$ cat src/rtl/acq_boost_pkg.sv
package acq_boost_pkg;
  typedef enum logic [1:0] {
    PM_RELEASE = 2'd0,
    PM_FORCE   = 2'd1,
    PM_LOW     = 2'd2,
    PM_HIGH    = 2'd3
  } pin_mode_e;

  localparam int RATE_W = 5;

  function automatic logic [RATE_W-1:0] rate_of(input logic [1:0] code);
    case (code)
      2'd0:    rate_of = RATE_W'(1);
      2'd1:    rate_of = RATE_W'(2);
      2'd2:    rate_of = RATE_W'(4);
      default: rate_of = RATE_W'(16);
    endcase
  endfunction
endpackage

$ cat src/rtl/acq_timer.sv
module acq_timer #(
  parameter int CNT_W = 15
) (
  input  logic             clk,
  input  logic             rst,
  input  logic             load,
  input  logic [CNT_W-1:0] load_val,
  input  logic             dec,
  output logic             busy_nxt
);
  logic [CNT_W-1:0] cnt_q, cnt_d;

  always_comb begin
    cnt_d = cnt_q;
    if (load)
      cnt_d = load_val;
    else if (dec && cnt_q != '0)
      cnt_d = cnt_q - CNT_W'(1);
  end

  always_ff @(posedge clk) begin
    if (rst) cnt_q <= '0;
    else     cnt_q <= cnt_d;
  end

  assign busy_nxt = (cnt_d != '0);
endmodule

$ cat src/rtl/acq_pin_mode.sv
module acq_pin_mode
  import acq_boost_pkg::*;
#(
  parameter int TMO_W = 14
) (
  input  logic [TMO_W-1:0] tmo_word,
  input  logic             busy,
  output logic             timed,
  output logic             boost,
  output logic             drv_oe,
  output logic             drv_val
);
  localparam int STATIC_LIM = 4;

  pin_mode_e mode;

  always_comb begin
    timed   = (tmo_word >= TMO_W'(STATIC_LIM));
    mode    = pin_mode_e'(tmo_word[1:0]);
    boost   = 1'b0;
    drv_oe  = 1'b0;
    drv_val = 1'b0;
    if (timed) begin
      boost  = busy;
      drv_oe = busy;
    end else begin
      case (mode)
        PM_RELEASE: drv_oe = 1'b0;
        PM_FORCE: begin
          boost  = 1'b1;
          drv_oe = 1'b1;
        end
        PM_LOW:  drv_oe = 1'b1;
        PM_HIGH: begin
          drv_oe  = 1'b1;
          drv_val = 1'b1;
        end
        default: drv_oe = 1'b0;
      endcase
    end
  end
endmodule

$ cat src/rtl/acq_boost_ctrl.sv
module acq_boost_ctrl
  import acq_boost_pkg::*;
#(
  parameter int TMO_W  = 14,
  parameter int GAIN_W = 4
) (
  input  logic              clk,
  input  logic              rst,
  input  logic              cmp_tick,
  input  logic              n_wr,
  input  logic [TMO_W-1:0]  tmo_word,
  input  logic [GAIN_W-1:0] gain_steady,
  input  logic [GAIN_W-1:0] gain_fast,
  input  logic [1:0]        csr_code,
  output logic [GAIN_W-1:0] gain_act,
  output logic [GAIN_W:0]   cp_units,
  output logic [4:0]        rate_div,
  output logic              pin_out,
  output logic              pin_oe
);
  localparam int CNT_W = TMO_W + 1;

  logic             timed, boost, drv_oe, drv_val, busy_nxt;
  logic [CNT_W-1:0] load_val;

  assign load_val = timed ? {tmo_word, 1'b0} : '0;

  acq_timer #(.CNT_W(CNT_W)) u_timer (
    .clk      (clk),
    .rst      (rst),
    .load     (n_wr),
    .load_val (load_val),
    .dec      (cmp_tick),
    .busy_nxt (busy_nxt)
  );

  acq_pin_mode #(.TMO_W(TMO_W)) u_mode (
    .tmo_word (tmo_word),
    .busy     (busy_nxt),
    .timed    (timed),
    .boost    (boost),
    .drv_oe   (drv_oe),
    .drv_val  (drv_val)
  );

  logic [GAIN_W-1:0] gain_sel;
  assign gain_sel = boost ? gain_fast : gain_steady;

  always_ff @(posedge clk) begin
    if (rst) begin
      gain_act <= '0;
      cp_units <= (GAIN_W+1)'(1);
      rate_div <= 5'd1;
      pin_out  <= 1'b0;
      pin_oe   <= 1'b0;
    end else begin
      gain_act <= gain_sel;
      cp_units <= {1'b0, gain_sel} + (GAIN_W+1)'(1);
      rate_div <= boost ? rate_of(csr_code) : 5'd1;
      pin_out  <= drv_oe & drv_val;
      pin_oe   <= drv_oe;
    end
  end
endmodule

$ cat config.mk
export PLATFORM = sky130hd
export DESIGN_NAME = acq_boost_ctrl
export DESIGN_NICKNAME = d
export VERILOG_FILES = /design/src/rtl/acq_boost_pkg.sv /design/src/rtl/acq_timer.sv /design/src/rtl/acq_pin_mode.sv /design/src/rtl/acq_boost_ctrl.sv
export SDC_FILE = /design/constraint.sdc
export NUM_CORES = 1
export LEC_CHECK = 0
export CORE_MARGIN = 10
export CORE_UTILIZATION = 55
export CTS_CLUSTER_DIAMETER = 120
export DETAILED_ROUTE_END_ITERATION = 7
export DONT_BUFFER_PORTS = 1
export GPL_ROUTABILITY_DRIVEN = 1
export HOLD_SLACK_MARGIN = 0.06
export MAX_ROUTING_LAYER = met4
export PLACE_DENSITY = 0.73
export SLEW_MARGIN = 20
export SYNTH_ARGS = -nofsm -noshare
export SYNTH_HDL_FRONTEND = slang
export SYNTH_SLANG_ARGS = --single-unit
$ cat constraint.sdc
create_clock -name clk -period 4.05 [get_ports clk]
set_input_delay 0 -clock clk [delete_from_list [all_inputs] [get_ports clk]]
set_output_delay 0 -clock clk [all_outputs]
set_load 0.01 [all_outputs]
# Word level (Yosys, flattened, before mapping)
# Cells that the tools add are included.
[word_totals]
reg_bits = 31
inputBits = 28
word_cells = 34
[op_classes]
add_sub_neg = 2
order_cmp = 1
n_eq_ne = 5
mux = 11
bitwise_logic = 2
n_reduce_logical = 7
[op_table]
columns = ["operator", "n"]
rows = [
  ["two-way mux 15 bit", 3],
  ["nonzero test 15 bit", 2],
  ["case mux 5 bit (3 select lines)", 1],
  ["subtractor 15 x 1 -> 15 bit, second input constant", 1],
  ["greater-or-equal comparator 14 x 3 -> 1 bit, second input constant", 1],
  ["equality test 2 bit, second input constant", 3],
  ["adder 4 x 1 -> 5 bit, second input constant", 1],
  ["two-way mux 1 bit", 5],
  ["equality test 2 x 1 -> 1 bit, second input constant", 2],
  ["logical NOT 2 bit", 2],
  ["two-way mux 4 bit", 1],
  ["OR reduction 3 bit", 1],
  ["case mux 1 bit (2 select lines)", 1],
  ["OR reduction 2 bit", 1],
  ["AND 1 bit", 1],
  ["logical AND 1 bit", 1],
  ["inverter 1 bit", 1],
]

# Depth between registers and ports, before layout
[depth]
ltp_word = 8
depth_mapped = 15

# Cells and area by module
# From an unflattened synthesis, not the netlist that was laid out.
[unflattened]
cells_unflattened = 199
area_unflattened_um2 = 1699.1
[by_module_without_submodules]
columns = ["module", "n_inst", "cells_per_inst", "area_per_inst_um2", "seq_area_each_um2"]
rows = [
  ["acq_timer", 1, 124, 1019.7, 300.3],
  ["acq_boost_ctrl", 1, 64, 614.3, 300.3],
  ["acq_pin_mode", 1, 11, 65.1, 0.0],
]

# Least setup slack after synthesis
# OpenSTA, ideal clock, no wires.
[synth_path]
kind = "flip-flop to flip-flop"
from = "reg u_timer.cnt_q[0]"
to = "reg cp_units[2]"
arrival_time_ps = 3871
setup_slack_ps = 61
path_stages_with_launch = 16
path_buffers = 1
synth_period_minus_slack_ps = 3989
cell_sequence = "dfxtp_1 -> inv_1 -> ha_1 -> or4b_1 -> o41ai_1 -> xnor2_1 -> o21ai_0 -> or4_4 -> or4_1 -> buf_2 -> and3_4 -> or2_1 -> ha_1 -> nor2b_1 -> o2111ai_1 -> nand2_1"
[synth_between]
elab_chain_len = 8
elab_cells_between_ends = 9
classes_between = "2 x add/sub; 4 x mux; 3 x reduce/logical"
[synth_rtl]
columns = ["item", "line", "rtl"]
rows = [
  ["from (decl)", "acq_timer.sv:11", "logic [CNT_W-1:0] cnt_q, cnt_d;"],
  ["from (signal assigned)", "acq_timer.sv:23", "else cnt_q <= cnt_d;"],
  ["parallel branches: the longest is 2 deep, another holds subtractor 15 x 1 -> 15 bit", "n/a", ""],
  ["two-way mux 15 bit *", "acq_timer.sv:17", "else if (dec && cnt_q != '0)"],
  ["two-way mux 15 bit *", "acq_timer.sv:15", "if (load)"],
  ["nonzero test 15 bit *", "acq_timer.sv:26", "assign busy_nxt = (cnt_d != '0);"],
  ["two-way mux 1 bit *", "acq_pin_mode.sv:23", "if (timed) begin"],
  ["two-way mux 4 bit *", "acq_boost_ctrl.sv:47", "assign gain_sel = boost ? gain_fast : gain_steady;"],
  ["net gain_sel[0]", "acq_boost_ctrl.sv:46", "logic [GAIN_W-1:0] gain_sel;"],
  ["adder 4 x 1 -> 5 bit *", "acq_boost_ctrl.sv:58", "cp_units <= {1'b0, gain_sel} + (GAIN_W+1)'(1);"],
  ["to (signal assigned)", "acq_boost_ctrl.sv:52", "cp_units <= (GAIN_W+1)'(1);"],
  ["to (signal assigned)", "acq_boost_ctrl.sv:58", ""],
  ["to (decl)", "acq_boost_ctrl.sv:16", "output logic [GAIN_W:0] cp_units,"],
]
# Mark *: on every way through the listed nets, which the timed path passes.
# A chain may end at the register's enable or synchronous reset.

# Worst setup path in the final report
# Same ends and word-level chain as after synthesis.

==> results.rst <==
.. list-table::
   :header-rows: 1

   * - Metric
     - Value
   * - Setup WS pre-CTS
     - 0.00372 ns
   * - Worst Path Buf+Inv
     - 3
   * - Std-Cell Rows
     - 19
   * - Switching component of the power
     - 0.229 mW
   * - Net Sw Frac
     - 32.0%
   * - Maximum net fanout on the critical path
     - 7
   * - Overall Power
     - 0.716 mW
   * - Area added between synthesis and finish
     - 34.7%
   * - Number of synthesized flops with an enable pin
     - 0
   * - Buffer type at the clock tree root
     - clkbuf_4
   * - Area of the core
     - 0.00283 sq mm
   * - Chip Height
     - 75.2 um
   * - Portion of the post-synthesis area used by sequential elements
     - 35.8%
   * - Vias after detailed routing
     - 1944
   * - Hold Vio Cnt, Final
     - 0
   * - Combined global-route utilization of all metal layers
     - 21.6%
   * - Actual slew at the worst max-slew pin
     - 0.982 ns
   * - Cells along the critical path
     - inv_2 -> ha_4 -> or4b_4 -> buf_6 -> nor4_4 -> buf_6 -> nor4_1 -> o32ai_1 -> nand4_1 -> or4_4 -> and3_4 -> or2_4 -> ha_4 -> nor2b_1 -> o2111ai_1 -> nand2_1
   * - Power density over the cells
     - 317 mW/mm^2
   * - Number of max-cap violations
     - 0
   * - Number of vias per cell after detailed routing
     - 7.07
   * - Setup Skew
     - 0.0161 ns
   * - Required time worst endpoint
     - 4.28 ns
   * - Worst-Skew Late Latency
     - 0.34 ns
   * - Die X
     - 75.2 um
   * - Endpoint of the lowest-slack register-to-register path
     - cp_units[2]
   * - Antenna-violating nets left
     - 0
   * - Main synth FF type
     - dfxtp_1
   * - Combinational fraction of design power
     - 25.9%
   * - Launching instance or port of the critical path
     - u_timer.cnt_q[0]
   * - Proportion of power drawn by flip-flops and latches
     - 46.8%
   * - Placer's final routability congestion estimate
     - 0.927
   * - Count of non-filler cells in the finished layout
     - 275
   * - GRT overflow
     - 0
   * - Critical path capture point type
     - flop
   * - Largest stage delay on the critical path
     - 0.53 ns
   * - Maximum count of clock buffers along a single path
     - 2
   * - Path category of the worst min-delay check
     - in -> reg
   * - Global-route wire length before repair
     - 9.14 mm
   * - Remaining routing DRC violations
     - 0
   * - Data arrival at the endpoint of the critical path
     - 4.14 ns
   * - CP delay by family, top
     - simple AND/OR/NAND/NOR gates
   * - Capture point of the critical path
     - cp_units[2]
   * - Clock tree from TritonCTS
     - built
   * - Detailed Route Iter0 Violations
     - 184
   * - Warning count from the yosys run
     - 0
   * - Detailed-routing iteration count for the pre-antenna-repair pass
     - 6
   * - Final setup slack of the worst path
     - 0.132 ns
   * - Result of the run
     - finished, final reports clean
   * - Largest net degree at the start of global routing
     - 25
   * - Worst-case vdd ir drop
     - 0.210 mV
   * - Detailed-routing wirelength on met1
     - 2.24 mm
   * - Top library cells by usage in the layout, fill and taps aside
     - dlygate4sd3_1, dfxtp_1, nor2_1
   * - Clock transition at the register clock pins on the worst setup and hold paths after CTS
     - 0.10 ns
   * - Library cells used by synthesis
     - 58
   * - Number of top-level pins
     - 44
   * - Detailed-route wire length
     - 6.13 mm
   * - FF-to-FF Start
     - u_timer.cnt_q[0]
   * - Number of synthesized register bits
     - 30
   * - Internal Power
     - 0.487 mW
   * - Deepest level of the CTS H-tree
     - 2
   * - Fmax
     - 255 MHz
   * - Share of post-route cells with drive strength above 1
     - 16.0%
   * - Share of the clock period used by the worst path after layout
     - 96.7%
   * - Num CTS Buffers
     - 5
   * - Final period demand of the worst path
     - 3.92 ns
   * - Asr flop ratio synth
     - 0%
   * - Length in cells of the worst reg-to-reg path
     - 16
   * - Routed length on met2
     - 2.88 mm
   * - Post-synthesis cell area
     - 0.00168 sq mm
   * - Synthesized area per cell
     - 8.39 sq um
   * - Post-DR wirelength/cell
     - 22.3 um
   * - Effective utilization at floorplan
     - 59.3%
   * - Commonest non-fill, non-tap cell in the layout
     - dlygate4sd3_1
   * - Clk sink count
     - 30
   * - Final nets
     - 274
   * - Clock share of power
     - 27.4%
   * - Highest metal used
     - met4
   * - # placed instances
     - 229
   * - Buffers on Ports
     - 0
   * - Worst slew slack as a fraction of its limit
     - 34.3%
   * - Type of the worst setup path
     - reg -> reg
   * - Cell depth of the worst setup path
     - 16
   * - Via count of the first global-routing pass
     - 1818
   * - Pleak
     - 0.879 nW
   * - Slack of the worst reg-to-reg path
     - 0.13 ns
   * - Utilization after layout
     - 79.9%
   * - CP Launch Type
     - flop
   * - Antenna violations before repair
     - 0
   * - Gate count after technology mapping
     - 200
   * - Setup violation total in the final timing report
     - 0
   * - Net count after synthesis
     - 231
   * - Post-detailed-placement half-perimeter wirelength
     - 3.60 mm
   * - Count of pins over their slew limit
     - 0
   * - N_diodes
     - 0
   * - Slowest cell on crit path
     - or4_4
   * - Routed length on met3
     - 752 um
   * - Die area
     - 0.00566 sq mm
[worst min-delay path by stage]
stage	startpoint	endpoint	slack (ns)	depth (start not counted)
global placement	rst	u_timer.cnt_q[3]	0.08	1
floorplan	rst	rate_div[4]	0.08	1
CTS	gain_fast[2]	cp_units[3]	0.06	4
global route	n_wr	u_timer.cnt_q[7]	0.12	2
detailed placement	rst	u_timer.cnt_q[3]	0.08	1
finish	n_wr	u_timer.cnt_q[7]	0.11	2
[cell usage after synthesis, types with 2 or more instances]
library cell | n | area, sq um
o41ai_1 | 2 | 17.5
a21oi_1 | 8 | 40.0
and2_1 | 3 | 18.8
ha_1 | 3 | 37.5
buf_2 | 2 | 10.0
and3_1 | 2 | 12.5
nor4_1 | 11 | 68.8
nor3b_1 | 2 | 15.0
nand4_1 | 2 | 12.5
o31a_1 | 2 | 17.5
nand3_1 | 8 | 40.0
xnor2_1 | 5 | 43.8
inv_1 | 5 | 18.8
or4_1 | 6 | 45.0
nor2_1 | 15 | 56.3
a211oi_1 | 3 | 22.5
a31oi_1 | 4 | 25.0
o2111ai_1 | 2 | 17.5
o21a_1 | 2 | 15.0
o211a_1 | 2 | 20.0
nor4b_1 | 2 | 17.5
nor2b_1 | 3 | 18.8
dfxtp_1 | 30 | 601
or3_1 | 5 | 31.3
clkbuf_1 | 5 | 18.8
nor4bb_1 | 2 | 20.0
nand2_1 | 14 | 52.6
o31ai_1 | 2 | 15.0
or2_2 | 2 | 12.5
nor3_1 | 10 | 50.1
o311a_1 | 2 | 20.0
nand2b_1 | 3 | 18.8
o21ai_0 | 5 | 25.0
nand3b_1 | 2 | 15.0
[cell type report]
class	count	area (sq um)
inverter	6	22.5
timing repair buffer	45	435
tap	31	38.8
clock buffer	6	51.3
multi-input combinational	155	1100
sequential	30	602
fill	176	569
clock inverter	2	12.5
[flip-flops by register name, summed over array words and instances (netlist names)]
register / count
rate_div: 4
cp_units: 5
pin_oe: 1
u_timer.cnt_q: 15
gain_act: 4
pin_out: 1
[power groups by stage]
stage / Clock (mW) / Sequential, mW / Combinational, mW
finish: 0.196 / 0.335 / 0.185
global route: 0.208 / 0.337 / 0.199
CTS: 0.192 / 0.333 / 0.161
detailed placement: 0 / 0.340 / 0.122
global placement: 0 / 0.339 / 0.119
floorplan: 0 / 0.336 / 0.0992
[logic make-up (layout without fill, tap and decap cells)]
family          Yosys count  after routing  share of synthesized area, %
flops                    30             30                          35.8
mux                       1              1                         0.597
compound gates           44             44                          18.6
fa+ha+maj                 3              3                          2.24
other cells               1              1                         0.223
buf+inv                  15             59                          3.73
xor+xnor                  6              6                          3.13
simple gates            100            100                          35.6
[timing repair]
item / 4_1_cts / 5_1_grt
setup buffers: 0 / 2
hold endpoints to repair: 30 / 0
pin swaps: 0 / 7
hold buffers: 36 / 0
gates resized for setup: 2 / 18
endpoints found under the setup margin: 1 / 6
[metal layers]
metal,vias up,track usage (%)
li1,850,-
met1,887,24.4
met2,158,34.7
met3,49,7.88
met4,0,7.42
met5,-,-
[metrics by stage]
step,hold slack [ns],cell area (sq um),setup TNS [ns]
after detailed placement,0.0756,1730,0
after global routing,0.115,2260,-0.00234
after CTS,0.0615,2160,0
after global placement,0.0759,1730,0
final,0.109,2260,0
after floorplan,0.0757,1680,0
[worst reg2reg max path, cell delays in order (launching register included)]
cell	delay (ns)
dfxtp_2	0.34
inv_2	0.09
ha_4	0.14
or4b_4	0.48
buf_6	0.15
nor4_4	0.27
buf_6	0.18
nor4_1	0.06
o32ai_1	0.32
nand4_1	0.21
or4_4	0.53
and3_4	0.20
or2_4	0.25
ha_4	0.17
nor2b_1	0.13
o2111ai_1	0.21
nand2_1	0.08
No activity file was read; power rests on OpenSTA's default activity.
